===== config.mk =====
export PLATFORM = sky130hd
export DESIGN_NAME = rtc_wprot_ctrl
export DESIGN_NICKNAME = d
export VERILOG_FILES = /design/src/rtl/rtc_wp_pkg.sv /design/src/rtl/rtc_wp_keyfsm.sv /design/src/rtl/rtc_wp_initctl.sv /design/src/rtl/rtc_wp_cfgregs.sv /design/src/rtl/rtc_wp_calgate.sv /design/src/rtl/rtc_wprot_ctrl.sv
export SDC_FILE = /design/constraint.sdc
export NUM_CORES = 1
export LEC_CHECK = 0
export BUFFER_PORTS_ARGS = -buffer_cell sky130_fd_sc_hd__buf_2
export CORE_MARGIN = 10
export CORE_UTILIZATION = 30
export CTS_CLUSTER_SIZE = 24
export DETAILED_ROUTE_END_ITERATION = 6
export SLEW_MARGIN = 30
export SYNTH_ARGS = -nofsm -noshare
export SYNTH_HDL_FRONTEND = slang
export SYNTH_SLANG_ARGS = --single-unit

===== constraint.sdc =====
create_clock -name clk -period 3.5 [get_ports clk]
set_clock_uncertainty 0.2 [all_clocks]
set_input_delay 1.05 -clock clk [delete_from_list [all_inputs] [get_ports clk]]
set_output_delay 1.05 -clock clk [all_outputs]
set_load 0.05 [all_outputs]

===== src/rtl/rtc_wp_pkg.sv =====
package rtc_wp_pkg;
  localparam int ADDR_W = 3;

  localparam logic [ADDR_W-1:0] A_KEY   = 3'd0;
  localparam logic [ADDR_W-1:0] A_CTRL  = 3'd1;
  localparam logic [ADDR_W-1:0] A_PRESC = 3'd2;
  localparam logic [ADDR_W-1:0] A_TIME  = 3'd3;
  localparam logic [ADDR_W-1:0] A_DATE  = 3'd4;

  localparam logic [7:0] KEY_FIRST  = 8'hCA;
  localparam logic [7:0] KEY_SECOND = 8'h53;

  localparam int CTRL_INIT_BIT = 0;
  localparam int CTRL_FMT_BIT  = 1;

  typedef enum logic [1:0] {
    GUARD_LOCKED = 2'd0,
    GUARD_HALF   = 2'd1,
    GUARD_OPEN   = 2'd2
  } guard_state_e;
endpackage


===== src/rtl/rtc_wp_keyfsm.sv =====
module rtc_wp_keyfsm
  import rtc_wp_pkg::*;
(
  input  logic       clk,
  input  logic       rst_n,
  input  logic       key_wr_i,
  input  logic [7:0] key_i,
  output logic       unlocked_o
);
  guard_state_e st_q, st_d;

  always_comb begin
    st_d = st_q;
    if (key_wr_i) begin
      unique case (st_q)
        GUARD_LOCKED: st_d = (key_i == KEY_FIRST)  ? GUARD_HALF : GUARD_LOCKED;
        GUARD_HALF:   st_d = (key_i == KEY_SECOND) ? GUARD_OPEN : GUARD_LOCKED;
        GUARD_OPEN:   st_d = GUARD_LOCKED;
        default:      st_d = GUARD_LOCKED;
      endcase
    end
  end

  always_ff @(posedge clk or negedge rst_n) begin
    if (!rst_n) st_q <= GUARD_LOCKED;
    else        st_q <= st_d;
  end

  assign unlocked_o = (st_q == GUARD_OPEN);
endmodule


===== src/rtl/rtc_wp_initctl.sv =====
module rtc_wp_initctl #(
  parameter int READY_LAT = 4
) (
  input  logic clk,
  input  logic rst_n,
  input  logic ctrl_wr_i,
  input  logic req_i,
  output logic freeze_o,
  output logic ready_o
);
  localparam int CNT_W = $clog2(READY_LAT + 1);
  localparam logic [CNT_W-1:0] LAST = CNT_W'(READY_LAT - 1);

  logic             req_q;
  logic             rdy_q;
  logic [CNT_W-1:0] cnt_q;

  always_ff @(posedge clk or negedge rst_n) begin
    if (!rst_n) req_q <= 1'b0;
    else if (ctrl_wr_i) req_q <= req_i;
  end

  always_ff @(posedge clk or negedge rst_n) begin
    if (!rst_n) begin
      cnt_q <= '0;
      rdy_q <= 1'b0;
    end else if (!req_q) begin
      cnt_q <= '0;
      rdy_q <= 1'b0;
    end else if (!rdy_q) begin
      cnt_q <= cnt_q + 1'b1;
      rdy_q <= (cnt_q == LAST);
    end
  end

  assign freeze_o = req_q;
  assign ready_o  = rdy_q & req_q;
endmodule


===== src/rtl/rtc_wp_cfgregs.sv =====
module rtc_wp_cfgregs #(
  parameter int              PRESC_W   = 23,
  parameter logic [PRESC_W-1:0] PRESC_RST = '0
) (
  input  logic               clk,
  input  logic               rst_n,
  input  logic               fmt_we_i,
  input  logic               fmt_d_i,
  input  logic               presc_we_i,
  input  logic [PRESC_W-1:0] presc_d_i,
  output logic               fmt_o,
  output logic [PRESC_W-1:0] presc_o
);
  always_ff @(posedge clk or negedge rst_n) begin
    if (!rst_n) fmt_o <= 1'b0;
    else if (fmt_we_i) fmt_o <= fmt_d_i;
  end

  always_ff @(posedge clk or negedge rst_n) begin
    if (!rst_n) presc_o <= PRESC_RST;
    else if (presc_we_i) presc_o <= presc_d_i;
  end
endmodule


===== src/rtl/rtc_wp_calgate.sv =====
module rtc_wp_calgate #(
  parameter int DATA_W = 32
) (
  input  logic              clk,
  input  logic              rst_n,
  input  logic              time_wr_i,
  input  logic              date_wr_i,
  input  logic              allow_i,
  input  logic [DATA_W-1:0] data_i,
  output logic              we_o,
  output logic              sel_o,
  output logic [DATA_W-1:0] data_o
);
  logic hit;
  assign hit = allow_i & (time_wr_i | date_wr_i);

  always_ff @(posedge clk or negedge rst_n) begin
    if (!rst_n) begin
      we_o   <= 1'b0;
      sel_o  <= 1'b0;
      data_o <= '0;
    end else begin
      we_o <= hit;
      if (hit) begin
        sel_o  <= date_wr_i;
        data_o <= data_i;
      end
    end
  end
endmodule


===== src/rtl/rtc_wprot_ctrl.sv =====
module rtc_wprot_ctrl
  import rtc_wp_pkg::*;
#(
  parameter int                 DATA_W    = 32,
  parameter int                 PRESC_W   = 23,
  parameter logic [PRESC_W-1:0] PRESC_RST = 23'h7F00FF,
  parameter int                 READY_LAT = 4
) (
  input  logic               clk,
  input  logic               rst_n,
  input  logic               wr_en_i,
  input  logic [ADDR_W-1:0]  wr_addr_i,
  input  logic [DATA_W-1:0]  wr_data_i,
  output logic               unlocked_o,
  output logic               freeze_o,
  output logic               init_ready_o,
  output logic               fmt_12h_o,
  output logic [PRESC_W-1:0] presc_o,
  output logic               cal_we_o,
  output logic               cal_sel_o,
  output logic [DATA_W-1:0]  cal_data_o
);
  logic key_wr, ctrl_wr, presc_wr, time_wr, date_wr;

  assign key_wr   = wr_en_i && (wr_addr_i == A_KEY);
  assign ctrl_wr  = wr_en_i && (wr_addr_i == A_CTRL)  && unlocked_o;
  assign presc_wr = wr_en_i && (wr_addr_i == A_PRESC) && unlocked_o;
  assign time_wr  = wr_en_i && (wr_addr_i == A_TIME)  && unlocked_o;
  assign date_wr  = wr_en_i && (wr_addr_i == A_DATE)  && unlocked_o;

  rtc_wp_keyfsm u_key (
    .clk        (clk),
    .rst_n      (rst_n),
    .key_wr_i   (key_wr),
    .key_i      (wr_data_i[7:0]),
    .unlocked_o (unlocked_o)
  );

  rtc_wp_initctl #(.READY_LAT(READY_LAT)) u_init (
    .clk       (clk),
    .rst_n     (rst_n),
    .ctrl_wr_i (ctrl_wr),
    .req_i     (wr_data_i[CTRL_INIT_BIT]),
    .freeze_o  (freeze_o),
    .ready_o   (init_ready_o)
  );

  rtc_wp_cfgregs #(.PRESC_W(PRESC_W), .PRESC_RST(PRESC_RST)) u_cfg (
    .clk        (clk),
    .rst_n      (rst_n),
    .fmt_we_i   (ctrl_wr && freeze_o),
    .fmt_d_i    (wr_data_i[CTRL_FMT_BIT]),
    .presc_we_i (presc_wr && freeze_o),
    .presc_d_i  (wr_data_i[PRESC_W-1:0]),
    .fmt_o      (fmt_12h_o),
    .presc_o    (presc_o)
  );

  rtc_wp_calgate #(.DATA_W(DATA_W)) u_cal (
    .clk       (clk),
    .rst_n     (rst_n),
    .time_wr_i (time_wr),
    .date_wr_i (date_wr),
    .allow_i   (init_ready_o),
    .data_i    (wr_data_i),
    .we_o      (cal_we_o),
    .sel_o     (cal_sel_o),
    .data_o    (cal_data_o)
  );
endmodule


==> results of run 1 <==
-- layer usage --
layer / wire, µm / share of wire (%) / global-route usage [%] / vias to the layer above
li1: - / - / - / 792
met1: 2890 / 44 / 12.4 / 844
met2: 2730 / 42 / 14.1 / 83
met3: 862 / 13 / 6.56 / 5
met4: 33 / 0.51 / 2.28 / 0
met5: 0 / 0 / 0 / -
-- report_power, final --
| group | internal, µW | leakage, µW | total, µW | switching [µW] |
|---|---|---|---|---|
| Combinational | 20.5 | 0.00106 | 51.7 | 31.2 |
| Sequential | 752 | 0.000853 | 753 | 0.673 |
| Clock | 346 | 0.0000953 | 636 | 290 |
-- worst paths after layout --
check | from | to | slack (ns) | cells after the start
setup / recovery | u_init.rdy_q | init_ready_o | 0.97 | 2
setup reg to reg | u_init.rdy_q | u_cal.data_o[11] | 1.27 | 4
min in group asynchronous | rst_n | u_init.rdy_q | 0.55 | 1
hold / removal | u_cal.sel_o | u_cal.sel_o | 0.30 | 2
max in group asynchronous | rst_n | u_cfg.presc_o[1] | 1.85 | 2
hold reg to reg | u_cal.sel_o | u_cal.sel_o | 0.30 | 2
-- area by class of cell --
cell class	instances	area share, %
clock buffers	11	4.02
clock inverters	5	1.57
inverters	3	0.321
multi-input cells	91	28.3
flip-flops and latches	65	46.8
well taps	108	3.85
repair buffers	100	15.1
-- layout by cell type (no fill, tap or decap) --
master | Yosys | final
ha_1 | 2 | 2
clkinv_2 | 0 | 2
xnor2_1 | 1 | 1
and2_1 | 3 | 3
nor2b_1 | 1 | 1
buf_12 | 3 | 2
clkinvlp_4 | 0 | 2
nor2_1 | 2 | 2
nand4b_1 | 1 | 1
o21a_1 | 1 | 1
dfrtp_1 | 50 | 50
nand3_1 | 2 | 2
mux2_4 | 29 | 29
o21ai_0 | 1 | 1
dfstp_2 | 15 | 15
and2_4 | 1 | 1
and4b_1 | 1 | 1
nand2b_4 | 1 | 1
nand2_1 | 6 | 6
mux2i_1 | 1 | 1
o41ai_1 | 1 | 1
or4b_1 | 1 | 1
or4bb_1 | 1 | 1
nor4b_1 | 2 | 2
clkbuf_8 | 0 | 10
a21o_1 | 1 | 1
nand4_1 | 2 | 2
mux2_2 | 28 | 28
nand3b_1 | 1 | 1
bufinv_16 | 0 | 1
inv_1 | 3 | 3
buf_2 | 0 | 98
clkbuf_1 | 2 | 1
nor4_1 | 1 | 1
-- state kept, by name, summed over array words and instances (netlist names) --
signal and count:
u_init.cnt_q 3, u_cal.sel_o 1, u_init.freeze_o 1, u_cfg.fmt_o 1, u_init.rdy_q 1, u_cal.data_o 32, u_cfg.presc_o 23, u_key.st_q 2
u_cal.we_o 1
-- cell usage after synthesis --
master | n | share of area [%]
a21o_1 | 1 | 0.27
and2_1 | 3 | 0.68
and2_4 | 1 | 0.32
and4b_1 | 1 | 0.37
buf_12 | 3 | 2.2
buf_6 | 2 | 0.82
clkbuf_1 | 2 | 0.27
dfrtp_1 | 50 | 46
dfstp_2 | 15 | 14
ha_1 | 2 | 0.91
inv_1 | 3 | 0.41
mux2_2 | 28 | 12
mux2_4 | 29 | 16
mux2i_1 | 1 | 0.37
nand2_1 | 6 | 0.82
nand2b_4 | 1 | 0.50
nand3_1 | 2 | 0.37
nand3b_1 | 1 | 0.27
nand4_1 | 2 | 0.46
nand4b_1 | 1 | 0.32
nor2_1 | 2 | 0.27
nor2b_1 | 1 | 0.23
nor4_1 | 1 | 0.23
nor4b_1 | 2 | 0.64
o21a_1 | 1 | 0.27
o21ai_0 | 1 | 0.18
o41ai_1 | 1 | 0.32
or4b_1 | 1 | 0.37
or4bb_1 | 1 | 0.41
xnor2_1 | 1 | 0.32
-- tightest hold or removal path: stages, from the launching register on --
cell and delay, ns:
dfrtp_1 0.36, nand2_1 0.05, nand2_1 0.05
-- cells by family (layout without fill, tap and decap cells) --
group	count (synthesis)	in the layout	synth area share, %
compound gates	4	4	1.05
xor+xnor	1	1	0.320
fa+ha+maj	2	2	0.913
buf+inv	10	119	3.70
flops	65	65	60.0
mux	58	58	27.7
simple gates	26	26	6.25
-- metrics by stage --
stage               utilization (%)  total power (µW)  cell area, µm²  hold slack [ns]
finish                         39.9              1440            3510            0.297
global route                   39.9              1510            3510            0.313
CTS                            39.9              1470            3510            0.303
detailed placement             37.7               820            3320            0.288
global placement               37.7               819            3320            0.279
floorplan                         -               772            2740            0.310
==> results.cfg, run 1 <==
[outcome]
status = finished, final reports clean

[placement]
gp_congestion = 0.735
portBuffers = 98
hpwlAfterDp_mm = 4.80
placed_cells = 367
preCtsSetupSlack_ns = 0.667

[sta]
period_needed_ns = 2.53
fin_ws_ns = 0.966
setup_viol = 0
slew_headroom_pct = 54.4
drv_slew = 0
timing.fmax_mhz = 395
fin_setup_tns_ns = 0
period_share_pct = 72.4
finalHoldViolCount = 0
rsz0062_at_grt = no
worst_pin_slew_ns = 0.685

[global_route]
grt_pass1_vias = 1917
grt_usage_pct = 10.0
grt-ovfl-total = 0
grt_max_degree = 37
antenna_found_initial = 0
grt_pass1_wl_mm = 10.4

[synthesis]
syn_nets = 206
yosys_warnings = 0
ys_types = 30
seq_area_frac_synth_pct = 60.0
syn-cell-area_mm2 = 0.00274
ys_ff_latch = 65
syn_inst = 166
syn_avg_cell_area_um2 = 16.5

[clock_network]
clk_path_buf_depth = 2
cts_root_buf = clkbuf_8
cts_tree = done
clock-sinks = 65
cts_buffers = 9
cts_htree_levels = 3
cts_hold_buf = 0
clock_latency_ns = 0.34
postCtsSetupRepairBufs = 0
cts.clk_slew.worst_paths_ns = 0.07
cts_resized = 0

[drt]
wl_per_cell_um = 17.0
vias = 1724
wl_mm = 6.52
drc_errors = 0
first_pass_iters = 5
first_iter_violations = 66
via_per_inst = 4.50
ant_nets = 0

[layout]
multiInputGateArea_um2 = 995
fin_cells = 383
n_antenna_cell = 0
fillerInstances = 841
drive_gt1_share_pct = 68.7
syn_to_final_growth_pct = 28.2
fin_nets = 310
seq_area_mm2 = 0.00165

[power_and_ir_drop]
peakVddDrop_v = 0.000237
power_density_mw_per_mm2 = 410
leakage_uw = 0.00201

[critical_path]
cp-start-kind = register
endpoint_kind = primary output
cp_cell_sequence = and2_1 > buf_2
cp.arrival_ns = 1.28
cpPeakStageDelay_ns = 0.51
slowest_stage = dfrtp_1
critPathBufInv = 1
critPathTopFamily = flip-flops
cp_max_fo = 8
cp.required_ns = 2.25
critPathKind = register to primary output

[run]
max_cap_viol_count = 0

[die]
fp-row-count = 34
start_util_pct = 31.1
fp.dieH_um = 116
core_mm2 = 0.00881
die_w_um = 116
io_pins = 99
die_area_mm2 = 0.0134

[worst_hold_path]
holdCritPathClass = register to register
(Power assumes the default switching activity.)
==> run 2: changes to the inputs <==
==> constraint.sdc (replaced) <==
create_clock -name clk -period 2.5 [get_ports clk]
set_clock_uncertainty 0.2 [all_clocks]
set_input_delay 0.75 -clock clk [delete_from_list [all_inputs] [get_ports clk]]
set_output_delay 0.75 -clock clk [all_outputs]
set_load 0.05 [all_outputs]
==> run 2 against run 1 <==
  * Sequential share of layout area hardly changed
  * Routed wire length is 2.1% lower
  * Register-to-register slack worse by 0.96 ns
  * Critical endpoint unchanged
==> results.cfg, run 2 (synthesis gave the netlist of run 1 again) <==
[critical_path]
cp.arrival_ns = 1.28
cp.required_ns = 1.55
endpoint_kind = primary output
r2r-start = u_init.freeze_o
cp_max_fo = 10
cp_cell_sequence = and2_1 > buf_2
slowest_stage = dfrtp_1
critPathTopFamily = flip-flops
cpPeakStageDelay_ns = 0.51
critPathBufInv = 1
cp-start-kind = register
critPathKind = register to primary output
crit_start = u_init.freeze_o
reg2reg_depth = 4
crit_cells = 2

[drt]
ant_nets = 0
vias = 1730
first_pass_iters = 4
wl_mm = 6.38
drc_errors = 0
via_per_inst = 4.46
wl_per_cell_um = 16.4
first_iter_violations = 63

[clock_network]
clock_latency_ns = 0.33
clk_path_buf_depth = 2
cts_root_buf = clkbuf_8
clock-sinks = 65
cts_tree = done
cts.clk_slew.worst_paths_ns = 0.08
cts_hold_buf = 0
cts_buffers = 9
cts_resized = 0
cts_htree_levels = 3
postCtsSetupRepairBufs = 0

[die]
fp-row-count = 34
io_pins = 99
core_mm2 = 0.00881
die_area_mm2 = 0.0134
start_util_pct = 31.1
die_w_um = 116
fp.dieH_um = 116

[sta]
timing.fmax_mhz = 449
slew_headroom_pct = 58.4
period_needed_ns = 2.23
finalHoldViolCount = 0
setup_viol = 0
rsz0062_at_grt = no
fin_ws_ns = 0.274
drv_slew = 0
period_share_pct = 89.0
worst_pin_slew_ns = 0.624

[run]
max_cap_viol_count = 0

[global_route]
grt_usage_pct = 10.0
grt-ovfl-total = 0
grt_pass1_wl_mm = 10.4
grt_max_degree = 66
antenna_found_initial = 0
grt_pass1_vias = 1953

[placement]
preCtsSetupSlack_ns = -0.00736
portBuffers = 98
placed_cells = 372
hpwlAfterDp_mm = 4.78
gp_congestion = 0.749

[layout]
fin_util_pct = 39.9
largest_reg_flops = 32
reg.largest.list = u_cal.data_o: 32 flops, u_cfg.presc_o: 23 flops, u_init.cnt_q: 3 flops
layout.cells.most_common = buf_2
syn_to_final_growth_pct = 28.3
fin_cells = 388
final_cell_mix = buf_2 (98), dfrtp_1 (50), mux2_4 (29)
largest-register = u_cal.data_o
fin_nets = 315
drive_gt1_share_pct = 69.3
n_antenna_cell = 0

[power_and_ir_drop]
power_uw = 1910
power_density_mw_per_mm2 = 544
leakage_uw = 0.00201
peakVddDrop_v = 0.000229

[worst_hold_path]
holdCritPathClass = input port to async pin

[outcome]
status = finished, final reports clean
==> run 2: cell count changes in the layout (fill, tap and decap cells not counted), sizes merged <==
cell	previous run	this run
buf	100	105
bufinv	1	0
clkinvlp	2	3
==> run 2: report_power, final <==
| part | leakage [µW] | switching, µW | internal (µW) | total, µW |
|---|---|---|---|---|
| Clock | 0.0000813 | 398 | 383 | 782 |
| Combinational | 0.00108 | 43.7 | 31.8 | 75.5 |
| Sequential | 0.000853 | 0.968 | 1050 | 1050 |
| Total | 0.00201 | 443 | 1470 | 1910 |
==> run 2: stage by stage <==
step | hold WS, ns | instance area (µm²) | setup TNS (ns)
finish | 0.214 | 3520 | 0
global placement | 0.267 | 3340 | 0
CTS | 0.219 | 3520 | 0
detailed placement | 0.274 | 3340 | -0.0322
global route | 0.205 | 3520 | 0
floorplan | 0.254 | 2740 | 0
==> run 2: path summary, 6_finish.rpt <==
check / to / slack [ns]
setup / recovery: init_ready_o / 0.27
setup reg to reg: u_cal.data_o[17] / 0.31
hold / removal: u_init.freeze_o / 0.21
max in group asynchronous: u_cfg.presc_o[17] / 1.54
min in group clk: u_cal.sel_o / 0.29
hold reg to reg: u_cal.sel_o / 0.29
==> run 2: layout make-up <==
class                      instances  area [µm²]
tap                              108         135
sequential                        65        1650
multi-input combinational         91         995
fill                             838        5290
clock buffer                      11         141
timing repair buffer             105         556
inverter                           3        11.3
clock inverter                     5        32.5
==> run 2: routing by layer <==
layer	vias up	part of all wire, %	global-route usage, %
met4	0	0.64	3.04
li1	804	-	-
met5	-	0	0
met2	78	41	14.0
met3	5	13	6.46
met1	843	45	12.4
==> run 3: changes to the inputs <==
--- a/config.mk
+++ b/config.mk
@@ -6,10 +6,12 @@
 export NUM_CORES = 1
 export LEC_CHECK = 0
 export BUFFER_PORTS_ARGS = -buffer_cell sky130_fd_sc_hd__buf_2
+export CORE_ASPECT_RATIO = 1.2
 export CORE_MARGIN = 10
 export CORE_UTILIZATION = 30
 export CTS_CLUSTER_SIZE = 24
 export DETAILED_ROUTE_END_ITERATION = 6
+export RECOVER_POWER = 50
 export SLEW_MARGIN = 30
 export SYNTH_ARGS = -nofsm -noshare
 export SYNTH_HDL_FRONTEND = slang
==> run 3 against run 2 <==
  * Highest routed layer unchanged
  * Hold slack improved by 0.071 ns
  * Combinational power shrank 7.4%
  * Design area rose by 0.85%
  * Global-route usage is 0.12 points lower
  * Fmax grew 0.67%
  * Register-to-register slack barely moved
==> results.cfg, run 3 (synthesis gave the netlist of run 1 again) <==
[critical_path]
cpPeakStageDelay_ns = 0.50
cp.required_ns = 1.55
critPathTopFamily = flip-flops
cp_max_fo = 8
cp_cell_sequence = and2_1 > buf_2
cp.arrival_ns = 1.26
worstReg2RegEnd = u_cal.data_o[28]
endpoint_kind = primary output
cp-start-kind = register
slowest_stage = dfrtp_1
critPathBufInv = 1
reg2reg_depth = 4
critPathKind = register to primary output
reg2reg_slack_ns = 0.32
r2r-start = u_init.rdy_q

[layout]
n_antenna_cell = 0
layout.cells.most_common = buf_2
drive_gt1_share_pct = 67.4
largest-register = u_cal.data_o
fin_cells = 399
syn_to_final_growth_pct = 29.3
fin_util_pct = 39.5
largest_reg_flops = 32
final_cell_mix = buf_2 (95), dfrtp_1 (50), mux2_4 (29)
fin_nets = 314
reg.largest.list = u_cal.data_o: 32 flops, u_cfg.presc_o: 23 flops, u_init.cnt_q: 3 flops
fillerInstances = 876

[outcome]
status = finished, final reports clean

[clock_network]
clock_latency_ns = 0.34
cts_buffers = 9
cts_htree_levels = 3
cts_tree = done
cts_hold_buf = 0
clk_path_buf_depth = 2
cts.clk_slew.worst_paths_ns = 0.07
cts_root_buf = clkbuf_8
cts_resized = 0
clock-sinks = 65
postCtsSetupRepairBufs = 0

[power_and_ir_drop]
leakage_uw = 0.00202
power_density_mw_per_mm2 = 604
peakVddDrop_v = 0.000230

[sta]
fin_setup_tns_ns = 0
drv_slew = 0
finalHoldViolCount = 0
fin_hold_ws_ns = 0.285
setup_viol = 0
period_share_pct = 88.4
period_needed_ns = 2.21
slew_headroom_pct = 24.8
timing.fmax_mhz = 452
rsz0062_at_grt = no
worst_pin_slew_ns = 1.13

[die]
start_util_pct = 30.5
die_w_um = 107
core_mm2 = 0.00899
fp-row-count = 38
fp.dieH_um = 125
die_area_mm2 = 0.0134
io_pins = 99

[global_route]
antenna_found_initial = 0
grt-ovfl-total = 0
grt_pass1_vias = 1909
grt_usage_pct = 9.93
grt_max_degree = 34
grt_pass1_wl_mm = 10.4

[worst_hold_path]
min_to = u_cal.sel_o
min-delay-start = u_cal.sel_o
holdCritPathClass = register to register
min_path_cells = 2

[placement]
hpwlAfterDp_mm = 4.81
placed_cells = 383
portBuffers = 98
gp_congestion = 0.695

[drt]
drc_errors = 0
first_iter_violations = 51
wl_per_cell_um = 16.0
wl_mm = 6.37
first_pass_iters = 4
ant_nets = 0
vias = 1725
via_per_inst = 4.32

[run]
max_cap_viol_count = 0
==> run 3: changes by cell type in the layout (fill, tap and decap cells not counted), moves of 2 or more <==
cell        previous run  this run
bufinv_16              0         2
clkinvlp_4             3         1
and2_1                 3         1
and2_0                 0         2
buf_2                 98        95
clkbuf_2               0         2
buf_4                  6         1
clkbuf_1               1         6
==> run 3: stage by stage <==
step | cell area [µm²] | setup WS (ns) | total power, µW
after floorplan | 2740 | 0.130 | 1080
after global placement | 3360 | -0.0252 | 1150
after detailed placement | 3360 | -0.0339 | 1150
after CTS | 3590 | 0.254 | 2190
after global routing | 3550 | 0.131 | 2230
final | 3550 | 0.289 | 2140
==> run 3: worst reg2reg max path: stages, from the launching register on <==
cell and delay [ns]:
dfrtp_1 0.50, nand4_1 0.12, or4b_1 0.50, and2_4 0.37, mux2_4 0.38
==> run 3: how the worst max path moves through the flow <==
stage | cells past startpoint | slack [ns] | startpoint | to
floorplan | 6 | 0.13 | wr_addr_i[1] | u_cal.data_o[0]
global placement | 5 | -0.03 | wr_en_i | u_cal.data_o[22]
detailed placement | 5 | -0.03 | wr_en_i | u_cal.data_o[8]
CTS | 2 | 0.25 | u_init.rdy_q | init_ready_o
global route | 2 | 0.13 | rst_n | u_cfg.presc_o[12]
finish | 2 | 0.29 | u_init.rdy_q | init_ready_o
==> run 3: layout make-up <==
type / instances / area, µm² / share of cell area [%]
clock buffers: 11 / 151 / 4.27
clock inverters: 5 / 77.6 / 2.19
inverters: 3 / 11.3 / 0.318
multi-input cells: 91 / 995 / 28.1
flip-flops and latches: 65 / 1650 / 46.4
well taps: 120 / 150 / 4.23
repair buffers: 104 / 515 / 14.5
==> run 3: per-layer routing <==
| metal | track usage (%) | routed length [µm] | vias up |
|---|---|---|---|
| li1 | - | - | 805 |
| met1 | 11.6 | 2610 | 847 |
| met2 | 14.5 | 2980 | 63 |
| met3 | 4.50 | 651 | 10 |
| met4 | 5.75 | 126 | 0 |
| met5 | 0 | 0 | - |
==> run 3: where the power goes <==
group | leakage (µW) | switching [µW] | internal [µW] | total, µW
combinational | 0.00105 | 42.8 | 27.1 | 69.9
clock | 0.000115 | 407 | 612 | 1020
sequential | 0.000853 | 0.885 | 1050 | 1050
total | 0.00202 | 450 | 1690 | 2140
